**src/rtl/vpfx_pkg.sv**
```systemverilog
`timescale 1ns/1ps
package vpfx_pkg;

  localparam int INSN_W = 32;
  localparam int RM_W   = 24;
  localparam logic [5:0] PFX_MAJOR = 6'd1;
  localparam logic [3:0] STEP_ONE  = 4'd4;
  localparam logic [3:0] STEP_PAIR = 4'd8;

  typedef enum logic {EXPECT_FIRST, EXPECT_SUFFIX} seq_state_t;

  // Remap subfields, most significant first (mask mode sits at remap[23]).
  typedef struct packed {
    logic       mmode;
    logic [2:0] mask;
    logic [1:0] elw;
    logic [1:0] srcelw;
    logic [1:0] subvl;
    logic [8:0] extra;
    logic [4:0] mode;
  } rm_fields_t;

  // Prefix test: major opcode in the top six bits, identifiers at 24 and 22.
  function automatic logic is_prefix(input logic [INSN_W-1:0] w);
    return (w[31:26] == PFX_MAJOR) && w[24] && w[22];
  endfunction

  // Remap gather: bit 25, then bit 23, then the low 22 bits.
  function automatic logic [RM_W-1:0] gather_rm(input logic [INSN_W-1:0] w);
    return {w[25], w[23], w[21:0]};
  endfunction

  function automatic rm_fields_t split_rm(input logic [RM_W-1:0] rm);
    rm_fields_t f;
    f.mmode  = rm[23];
    f.mask   = rm[22:20];
    f.elw    = rm[19:18];
    f.srcelw = rm[17:16];
    f.subvl  = rm[15:14];
    f.extra  = rm[13:5];
    f.mode   = rm[4:0];
    return f;
  endfunction

  function automatic logic [3:0] pc_step(input logic paired);
    return paired ? STEP_PAIR : STEP_ONE;
  endfunction

endpackage

```
**src/rtl/vpfx_classify.sv**
```systemverilog
`timescale 1ns/1ps
module vpfx_classify
  import vpfx_pkg::*;
#(
  parameter int FETCH_W = 64
) (
  input  logic [FETCH_W-1:0] fetch_word,
  output logic [INSN_W-1:0]  insn,
  output logic               is_pfx,
  output logic [RM_W-1:0]    word_rm
);

  assign insn    = fetch_word[INSN_W-1:0];
  assign is_pfx  = is_prefix(insn);
  assign word_rm = gather_rm(insn);

  // Upper fetch bits carry nothing for this block.
  generate
    if (FETCH_W > INSN_W) begin : g_wide
      logic unused_hi;
      assign unused_hi = ^fetch_word[FETCH_W-1:INSN_W];
    end
  endgenerate

endmodule

```
**src/rtl/vpfx_seq.sv**
```systemverilog
`timescale 1ns/1ps
module vpfx_seq
  import vpfx_pkg::*;
#(
  parameter int PC_W = 64
) (
  input  logic              clk,
  input  logic              rst_n,
  input  logic              flush,
  input  logic              take,
  input  logic              is_pfx,
  input  logic [INSN_W-1:0] insn,
  input  logic [RM_W-1:0]   word_rm,
  input  logic [PC_W-1:0]   word_pc,
  output logic              state_suffix,
  output logic              accept_prefix,
  output logic              load,
  output logic [INSN_W-1:0] load_insn,
  output logic [RM_W-1:0]   load_rm,
  output logic              load_pref,
  output logic [PC_W-1:0]   load_pc
);

  seq_state_t          state_q, state_d;
  logic [RM_W-1:0]     held_rm;
  logic [PC_W-1:0]     held_pc;
  logic                load_plain;
  logic                load_pair;

  assign state_suffix  = (state_q == EXPECT_SUFFIX);
  assign accept_prefix = take && !state_suffix && is_pfx;
  assign load_plain    = take && !state_suffix && !is_pfx;
  assign load_pair     = take && state_suffix;

  always_comb begin
    state_d = state_q;
    if (flush)              state_d = EXPECT_FIRST;
    else if (accept_prefix) state_d = EXPECT_SUFFIX;
    else if (load_pair)     state_d = EXPECT_FIRST;
  end

  always_ff @(posedge clk) begin
    if (!rst_n) begin
      state_q <= EXPECT_FIRST;
      held_rm <= '0;
      held_pc <= '0;
    end else begin
      state_q <= state_d;
      if (accept_prefix) begin
        held_rm <= word_rm;
        held_pc <= word_pc;
      end
    end
  end

  assign load      = load_plain || load_pair;
  assign load_insn = insn;
  assign load_pref = load_pair;
  assign load_rm   = load_pair ? held_rm : '0;
  assign load_pc   = load_pair ? held_pc : word_pc;

endmodule

```
**src/rtl/vpfx_outreg.sv**
```systemverilog
`timescale 1ns/1ps
module vpfx_outreg
  import vpfx_pkg::*;
#(
  parameter int PC_W = 64
) (
  input  logic              clk,
  input  logic              rst_n,
  input  logic              flush,
  input  logic              load,
  input  logic [INSN_W-1:0] load_insn,
  input  logic [RM_W-1:0]   load_rm,
  input  logic              load_pref,
  input  logic [PC_W-1:0]   load_pc,
  input  logic              dec_ready,
  output logic              slot_free,
  output logic              dec_valid,
  output logic [INSN_W-1:0] dec_insn,
  output logic [RM_W-1:0]   dec_remap,
  output logic              dec_prefixed,
  output logic [PC_W-1:0]   dec_pc,
  output logic [3:0]        dec_pc_inc
);

  assign slot_free = !dec_valid || dec_ready;

  always_ff @(posedge clk) begin
    if (!rst_n) begin
      dec_valid    <= 1'b0;
      dec_insn     <= '0;
      dec_remap    <= '0;
      dec_prefixed <= 1'b0;
      dec_pc       <= '0;
    end else begin
      if (flush)          dec_valid <= 1'b0;
      else if (load)      dec_valid <= 1'b1;
      else if (dec_ready) dec_valid <= 1'b0;
      if (load && !flush) begin
        dec_insn     <= load_insn;
        dec_remap    <= load_rm;
        dec_prefixed <= load_pref;
        dec_pc       <= load_pc;
      end
    end
  end

  assign dec_pc_inc = pc_step(dec_prefixed);

endmodule

```
**src/rtl/vpfx_field_split.sv**
```systemverilog
`timescale 1ns/1ps
module vpfx_field_split
  import vpfx_pkg::*;
(
  input  logic [RM_W-1:0] remap,
  output logic            mmode,
  output logic [2:0]      mask,
  output logic [1:0]      elw,
  output logic [1:0]      srcelw,
  output logic [1:0]      subvl,
  output logic [8:0]      extra,
  output logic [4:0]      mode
);

  rm_fields_t f;
  assign f      = split_rm(remap);
  assign mmode  = f.mmode;
  assign mask   = f.mask;
  assign elw    = f.elw;
  assign srcelw = f.srcelw;
  assign subvl  = f.subvl;
  assign extra  = f.extra;
  assign mode   = f.mode;

endmodule

```
**src/rtl/vpfx_detect.sv**
```systemverilog
`timescale 1ns/1ps
module vpfx_detect
  import vpfx_pkg::*;
#(
  parameter int FETCH_W = 64,
  parameter int PC_W    = 64
) (
  input  logic               clk,
  input  logic               rst_n,
  input  logic               flush,
  input  logic               fetch_valid,
  output logic               fetch_ready,
  input  logic [FETCH_W-1:0] fetch_word,
  input  logic [PC_W-1:0]    fetch_pc,
  output logic               dec_valid,
  input  logic               dec_ready,
  output logic [31:0]        dec_insn,
  output logic [23:0]        dec_remap,
  output logic               dec_prefixed,
  output logic [PC_W-1:0]    dec_pc,
  output logic [3:0]         dec_pc_inc,
  output logic               rm_mask_mode,
  output logic [2:0]         rm_mask,
  output logic [1:0]         rm_elwidth,
  output logic [1:0]         rm_src_elwidth,
  output logic [1:0]         rm_subvl,
  output logic [8:0]         rm_extra,
  output logic [4:0]         rm_mode
);

  // Named internal events, visible to the bound checker.
  logic              take;
  logic              accept_prefix;
  logic              state_suffix;
  logic              slot_free;
  logic              is_pfx;
  logic [INSN_W-1:0] insn;
  logic [RM_W-1:0]   word_rm;
  logic              load;
  logic [INSN_W-1:0] load_insn;
  logic [RM_W-1:0]   load_rm;
  logic              load_pref;
  logic [PC_W-1:0]   load_pc;

  assign fetch_ready = !flush && slot_free;
  assign take        = fetch_valid && fetch_ready;

  vpfx_classify #(.FETCH_W(FETCH_W)) u_classify (
    .fetch_word (fetch_word),
    .insn       (insn),
    .is_pfx     (is_pfx),
    .word_rm    (word_rm)
  );

  vpfx_seq #(.PC_W(PC_W)) u_seq (
    .clk           (clk),
    .rst_n         (rst_n),
    .flush         (flush),
    .take          (take),
    .is_pfx        (is_pfx),
    .insn          (insn),
    .word_rm       (word_rm),
    .word_pc       (fetch_pc),
    .state_suffix  (state_suffix),
    .accept_prefix (accept_prefix),
    .load          (load),
    .load_insn     (load_insn),
    .load_rm       (load_rm),
    .load_pref     (load_pref),
    .load_pc       (load_pc)
  );

  vpfx_outreg #(.PC_W(PC_W)) u_outreg (
    .clk          (clk),
    .rst_n        (rst_n),
    .flush        (flush),
    .load         (load),
    .load_insn    (load_insn),
    .load_rm      (load_rm),
    .load_pref    (load_pref),
    .load_pc      (load_pc),
    .dec_ready    (dec_ready),
    .slot_free    (slot_free),
    .dec_valid    (dec_valid),
    .dec_insn     (dec_insn),
    .dec_remap    (dec_remap),
    .dec_prefixed (dec_prefixed),
    .dec_pc       (dec_pc),
    .dec_pc_inc   (dec_pc_inc)
  );

  vpfx_field_split u_split (
    .remap  (dec_remap),
    .mmode  (rm_mask_mode),
    .mask   (rm_mask),
    .elw    (rm_elwidth),
    .srcelw (rm_src_elwidth),
    .subvl  (rm_subvl),
    .extra  (rm_extra),
    .mode   (rm_mode)
  );

endmodule

```
**config.mk**
```make
export PLATFORM = sky130hd
export DESIGN_NAME = vpfx_detect
export DESIGN_NICKNAME = d
export VERILOG_FILES = /design/src/rtl/vpfx_pkg.sv /design/src/rtl/vpfx_classify.sv /design/src/rtl/vpfx_seq.sv /design/src/rtl/vpfx_outreg.sv /design/src/rtl/vpfx_field_split.sv /design/src/rtl/vpfx_detect.sv
export SDC_FILE = /design/constraint.sdc
export NUM_CORES = 1
export LEC_CHECK = 0
export ABC_AREA = 1
export BUFFER_PORTS_ARGS = -buffer_cell sky130_fd_sc_hd__buf_2
export CAP_MARGIN = 20
export CELL_PAD_IN_SITES_DETAIL_PLACEMENT = 2
export CELL_PAD_IN_SITES_GLOBAL_PLACEMENT = 2
export CORE_MARGIN = 2
export CORE_UTILIZATION = 27
export DETAILED_ROUTE_END_ITERATION = 6
export PLACE_DENSITY = 0.87
export SYNTH_ARGS = -nofsm -noshare
export SYNTH_HDL_FRONTEND = slang
export SYNTH_SLANG_ARGS = --single-unit
```
**constraint.sdc**
```tcl
create_clock -name clk -period 1.68 [get_ports clk]
set_input_delay 0.168 -clock clk [delete_from_list [all_inputs] [get_ports clk]]
set_output_delay 0.168 -clock clk [all_outputs]
set_load 0.02 [all_outputs]
```
# After elaboration in Yosys (flattened, before gate mapping)
# Cells that the tools add are included.
# W data, S select, Z words.
# op_classes
n_reduce_logical,18
n_bitwise,1
muxes,7
n_eq_ne,1
# op_table
op,count
$mux W64,1
$mux W24,1
$logic_and A1 B1 Y1,9
$eq A6 B1 Y1 const B,1
$logic_not A1 Y1,4
$mux W1,4
$mux W4,1
$reduce_bool A2 Y1,2
$logic_or A1 B1 Y1,2
$reduce_or A2 Y1,1
$not A1 Y1,1
# totals
output_inout_bits,151
input_bits,133
register_bits,211
word_cells,35

# Longest topological paths before layout
# logic_depth
depth_word,8
depth_mapped,10
mapped_depth_nobuf,8

# By module
# Synthesis repeated with hierarchy kept, for this count alone.
# hier_totals
hier_cells,1656
area_unflattened_um2,10495.1
# modules_own_cells
mod,instances,area_each_um2,seq_area_each_um2,cells_per_inst
vpfx_outreg,1,5205.0,2442.3,793
vpfx_seq,1,4629.4,1781.7,769
vpfx_classify,1,456.7,0.0,65
vpfx_field_split,1,180.2,0.0,24
vpfx_detect,1,23.8,0.0,5

# Worst setup path after synthesis
# No wires, ideal clock.
# synth_timing
path_kind,register to register
startpoint,reg u_outreg.dec_valid
endpoint,reg u_outreg.dec_pc[14]
slack_ns,0.179
t_required_ns,1.567
n_path_buf,2
t_arrival_ns,1.388
synth_period_minus_slack_ns,1.501
setup_ns,0.113
path_stages_with_launch,10
path_cell_list,dfxtp_1 > nand2_1 > nand3_4 > clkinv_2 > nand2_1 > buf_4 > buf_6 > nor2_1 > nor2_1 > nor2_1
# synth_between
elab_chain_cells,8
elab_cells_between_ends,10
classes_between,mux: 1; reduce/logical: 9
# synth_rtl
item,line,source
from (decl),vpfx_outreg.sv:17,"output logic dec_valid,"
from (signal assigned),vpfx_outreg.sv:29,dec_valid <= 1'b0;
from (signal assigned),vpfx_outreg.sv:35,if (flush) dec_valid <= 1'b0;
from (signal assigned),vpfx_outreg.sv:36,else if (load) dec_valid <= 1'b1;
$logic_not A1 Y1 *,vpfx_outreg.sv:25,assign slot_free = !dec_valid || dec_ready;
$logic_or A1 B1 Y1 *,vpfx_outreg.sv:25,
$logic_and A1 B1 Y1 *,vpfx_detect.sv:45,assign fetch_ready = !flush && slot_free;
$logic_and A1 B1 Y1 *,vpfx_detect.sv:46,assign take = fetch_valid && fetch_ready;
$logic_and A1 B1 Y1 (2 in a row),vpfx_seq.sv:32,assign load_plain = take && !state_suffix && !is_pfx;
$logic_or A1 B1 Y1,vpfx_seq.sv:56,assign load = load_plain || load_pair;
$logic_and A1 B1 Y1,vpfx_outreg.sv:38,if (load && !flush) begin
to (signal assigned),vpfx_outreg.sv:42,dec_pc <= load_pc;
to (decl),vpfx_outreg.sv:21,"output logic [PC_W-1:0] dec_pc,"
# Mark *: on every way between the ends. The rest lies on a longest branch, timed or not.
# A chain may end at the register's enable or synchronous reset.

# Worst setup path after layout
# layout_timing
startpoint,reg u_outreg.dec_valid
endpoint,reg u_seq.held_rm[13]
# layout_between
elab_chain_cells,6
# layout_rtl
item,line,source
$logic_not A1 Y1,vpfx_outreg.sv:25,
$logic_or A1 B1 Y1,vpfx_outreg.sv:25,
$logic_and A1 B1 Y1,vpfx_detect.sv:45,
$logic_and A1 B1 Y1,vpfx_detect.sv:46,
$logic_and A1 B1 Y1 (2 in a row),vpfx_seq.sv:31,assign accept_prefix = take && !state_suffix && is_pfx;
to (signal assigned),vpfx_seq.sv:50,held_rm <= word_rm;
to (decl),vpfx_seq.sv:25,logic [RM_W-1:0] held_rm;
# Every way passes these cells.

==> results.md <==
- Outcome: completed
- Pwr Total: 12800 uW
- Die outline height: 195 um
- Most frequent cell after synthesis: sky130_fd_sc_hd__nor2_1
- CTS tree: yes
- Critical path, cell by cell: nand2_1 -> nand3_4 -> buf_4 -> nor2_4 -> buf_4 -> clkbuf_16 -> nand3_1 -> nand2_1 -> nor2_1
- Switching power share of the total: 27.3%
- Achievable frequency: 0.613 GHz
- Final setup margin: 48.0 ps
- Tightest Pin Transition: 798 ps
- Synthesized instance count: 1555
- Total negative slack for setup checks: 0 ps
- CTS HTree Levels: 1
- # fillers: 4251
- Total via count after detailed routing: 11000
- Number of detailed-routing iterations run before antenna repair: 4
- Post-Route Utilization: 37.6%
- Post-Place Worst Slack: 11.4 ps
- GP Congestion: 0.753
- Crit Path Max Fanout: 14
- Async SR Flop Fraction: 0%
- Most used flip-flop cell after synthesis: sky130_fd_sc_hd__dfxtp_1
- Final HPWL from detailed placement: 24800 um
- Average size of a mapped cell: 6.33 sq um
- Number of cell rows: 69
- Effective utilization at floorplan: 27.5%
- Arrival time of the worst setup path: 2060 ps
- Final setup violation count: 0
- Synth area leader: sky130_fd_sc_hd__dfxtp_1
- CP Class: flop to flop
- Post-DRT Antenna Nets: 0
- Worst Hold Launch: fetch_pc[35]
- Clock Tree Buf Depth: 3
- Clock latency on the worst-skew pair: 540 ps
- Area of the die: 38000 sq um
- Startpoint types: flop
- Via count of the first global-routing pass: 12500
- Floorplan core area: 35700 sq um
- Worst path required time: 2110 ps
- Clk Tree Root Cell: sky130_fd_sc_hd__clkbuf_16
- Average via count per standard cell: 4.77
- Final hold violation count: 0
- Total internal power: 9330 uW
- Path type of the worst min-delay path: input port to flop
- Total Routed Length: 46200 um
- Number of register bits inferred by synthesis: 211
- Grt total ovfl: 0
- Total number of nets in the final design: 1966
- Worst hold endpoint: u_seq.held_pc[35]
- Number of slew-limit violations in the final report: 0
- Post-synthesis to final-layout area growth: 36.4%
- Count of port buffers added during placement: 249
- Net load switching power: 3510 uW
- LEAKAGE: 0.00662 uW
- Cell types occupying the most area after synthesis: sky130_fd_sc_hd__dfxtp_1, sky130_fd_sc_hd__nor2_1, sky130_fd_sc_hd__nand2_1
- Max cap viols: 0
- Global-route total usage across every layer: 23.1%
- Die boundary width: 195 um
- Largest net degree at the start of global routing: 155
- Number of distinct library cells after synthesis: 21
- Number of violations reported at the end of detailed-routing iteration 0: 425
- Clk sinks: 211
- Reg2Reg Setup Slack: 50 ps
- Global-route wire length before repair: 70000 um
- Yosys top cell area share: 42.9%
- Worst-path clk slew: 60 ps
- Top post-synthesis cells by count: sky130_fd_sc_hd__nor2_1, sky130_fd_sc_hd__nand2_1, sky130_fd_sc_hd__inv_1, sky130_fd_sc_hd__dfxtp_1, sky130_fd_sc_hd__nand3_1
- Combinational group share of total power: 12.9%
- Drc violations: 0
- Total of warnings raised by yosys: 0
- TritonCTS Buffers: 26
- Part of the total power dissipated in sequential elements: 40.9%
- Antenna violations before repair: 5
- Power density cells: 956 nW/um^2
- VDD IR max: 0.000620 V
- Post-DR wirelength/cell: 19.9 um
- Sequential element share of the synthesized area: 42.9%
- Kind of end point of the critical path: flop
- Reg2reg start: u_outreg.dec_valid
- Worst hold slack across all endpoints: 20.2 ps
- Number of cells traversed by the worst register-to-register path: 9
- Hold Path Stages: 5
- Final clock period utilization by the worst path: 97.1%
- Share of power burned in the clock network: 46.2%
- EDFF count, synth: 0
- Final period demand of the worst path: 1630 ps
- Fraction of layout cells with a size suffix above 1: 18.4%
- Worst clock skew: 9.88 ps
- Setup repair after global routing missed its margin: true
- Headroom to the max-slew limit: 46.8%
- Post-Syn Area: 9850 sq um
- Number of ports placed on the die boundary: 284
- CP max-delay cell: sky130_fd_sc_hd__dfxtp_1
- Critical path's largest stage delay: 310 ps
- Critical R2R Capture: u_seq.held_rm[13]
## per-layer routing
layer | track usage, % | routed length, um
met5 | 0 | 0
met3 | 3.30 | 2070
met4 | 8.82 | 1620
met2 | 43.7 | 23900
met1 | 26.0 | 18600
## power groups by stage
stage	combinational [uW]	clock (uW)	sequential, uW
floorplan	617	0	5510
global placement	1320	0	5340
detailed placement	1380	0	5350
CTS	1550	6040	5240
global route	1800	6290	5270
finish	1650	5930	5250
## state kept, by name, summed over array words and instances (netlist names)
name,count
u_outreg.dec_pc,64
u_seq.held_pc,64
u_outreg.dec_insn,32
u_outreg.dec_remap,24
u_seq.held_rm,24
u_outreg.dec_prefixed,1
u_outreg.dec_valid,1
u_seq.state_suffix,1
## metrics by stage
step	instances	instance area [sq um]
3_5_place_dp	2170	11500
3_3_place_gp	2170	11500
5_1_grt	2317	13400
2_1_floorplan	1556	9850
4_1_cts	2300	13200
6_report	2317	13400
## what timing repair did
action,in CTS,in global routing
endpoints found under the setup margin,4,108
gates resized for setup,1,10
hold endpoints to repair,113,0
hold buffers,84,0
gates cloned,0,4
pin swaps,0,3
setup buffers,0,8
## worst max path at each step
stage	from	endpoint	slack, ps	cells past startpoint
final	u_outreg.dec_valid	u_seq.held_rm[13]	50	9
after CTS	fetch_word[29]	u_seq.held_rm[4]	50	8
after global routing	u_outreg.dec_valid	u_outreg.dec_pc[50]	-30	8
after global placement	dec_ready	u_outreg.dec_pc[47]	30	10
after floorplan	u_outreg.dec_valid	u_outreg.dec_pc[14]	180	9
after detailed placement	dec_ready	u_outreg.dec_pc[47]	10	10
## cells by family after synthesis
family	Yosys count	synth area share, %
flops	211	42.9
buf+inv	352	15.7
other cells	1	0.0381
simple gates	928	38.2
compound gates	63	3.23
## final cells by class
cell class | instances | area [sq um] | share of cell area (%)
flip-flops and latches | 211 | 4220 | 31.5
multi-input cells | 993 | 4110 | 30.6
repair buffers | 374 | 2760 | 20.6
inverters | 227 | 856 | 6.37
clock buffers | 39 | 759 | 5.66
well taps | 461 | 577 | 4.30
clock inverters | 7 | 128 | 0.951
diodes | 5 | 12.5 | 0.0932
## cell usage in the layout (no fill, tap or decap)
cell / n
sky130_fd_sc_hd__nand3_1: 180
sky130_fd_sc_hd__clkinv_8: 1
sky130_fd_sc_hd__clkinvlp_4: 1
sky130_fd_sc_hd__bufinv_16: 3
sky130_fd_sc_hd__buf_2: 248
sky130_fd_sc_hd__clkinv_2: 2
sky130_fd_sc_hd__buf_12: 23
sky130_fd_sc_hd__buf_6: 2
sky130_fd_sc_hd__clkinv_4: 1
sky130_fd_sc_hd__inv_4: 1
sky130_fd_sc_hd__clkbuf_16: 29
sky130_fd_sc_hd__nor2_4: 2
sky130_fd_sc_hd__dfxtp_1: 211
sky130_fd_sc_hd__nand2_1: 367
sky130_fd_sc_hd__conb_1: 2
sky130_fd_sc_hd__clkbuf_8: 6
sky130_fd_sc_hd__a21oi_1: 59
sky130_fd_sc_hd__diode_2: 5
sky130_fd_sc_hd__o21ai_0: 3
sky130_fd_sc_hd__nor2_1: 373
sky130_fd_sc_hd__inv_2: 2
sky130_fd_sc_hd__clkinv_1: 1
sky130_fd_sc_hd__buf_4: 12
sky130_fd_sc_hd__nand2_4: 2
sky130_fd_sc_hd__buf_8: 2
sky130_fd_sc_hd__clkbuf_1: 7
sky130_fd_sc_hd__nand3_4: 2
sky130_fd_sc_hd__nor3_4: 1
sky130_fd_sc_hd__a21boi_0: 1
sky130_fd_sc_hd__nor3_2: 1
sky130_fd_sc_hd__inv_1: 222
sky130_fd_sc_hd__dlygate4sd3_1: 84
## critical path: cells and delay by family (launching register included)
family,cells,cell delay [ps]
flops,1,310
simple gates,6,660
buf+inv,3,540
Power figures use the tool's default switching activity.
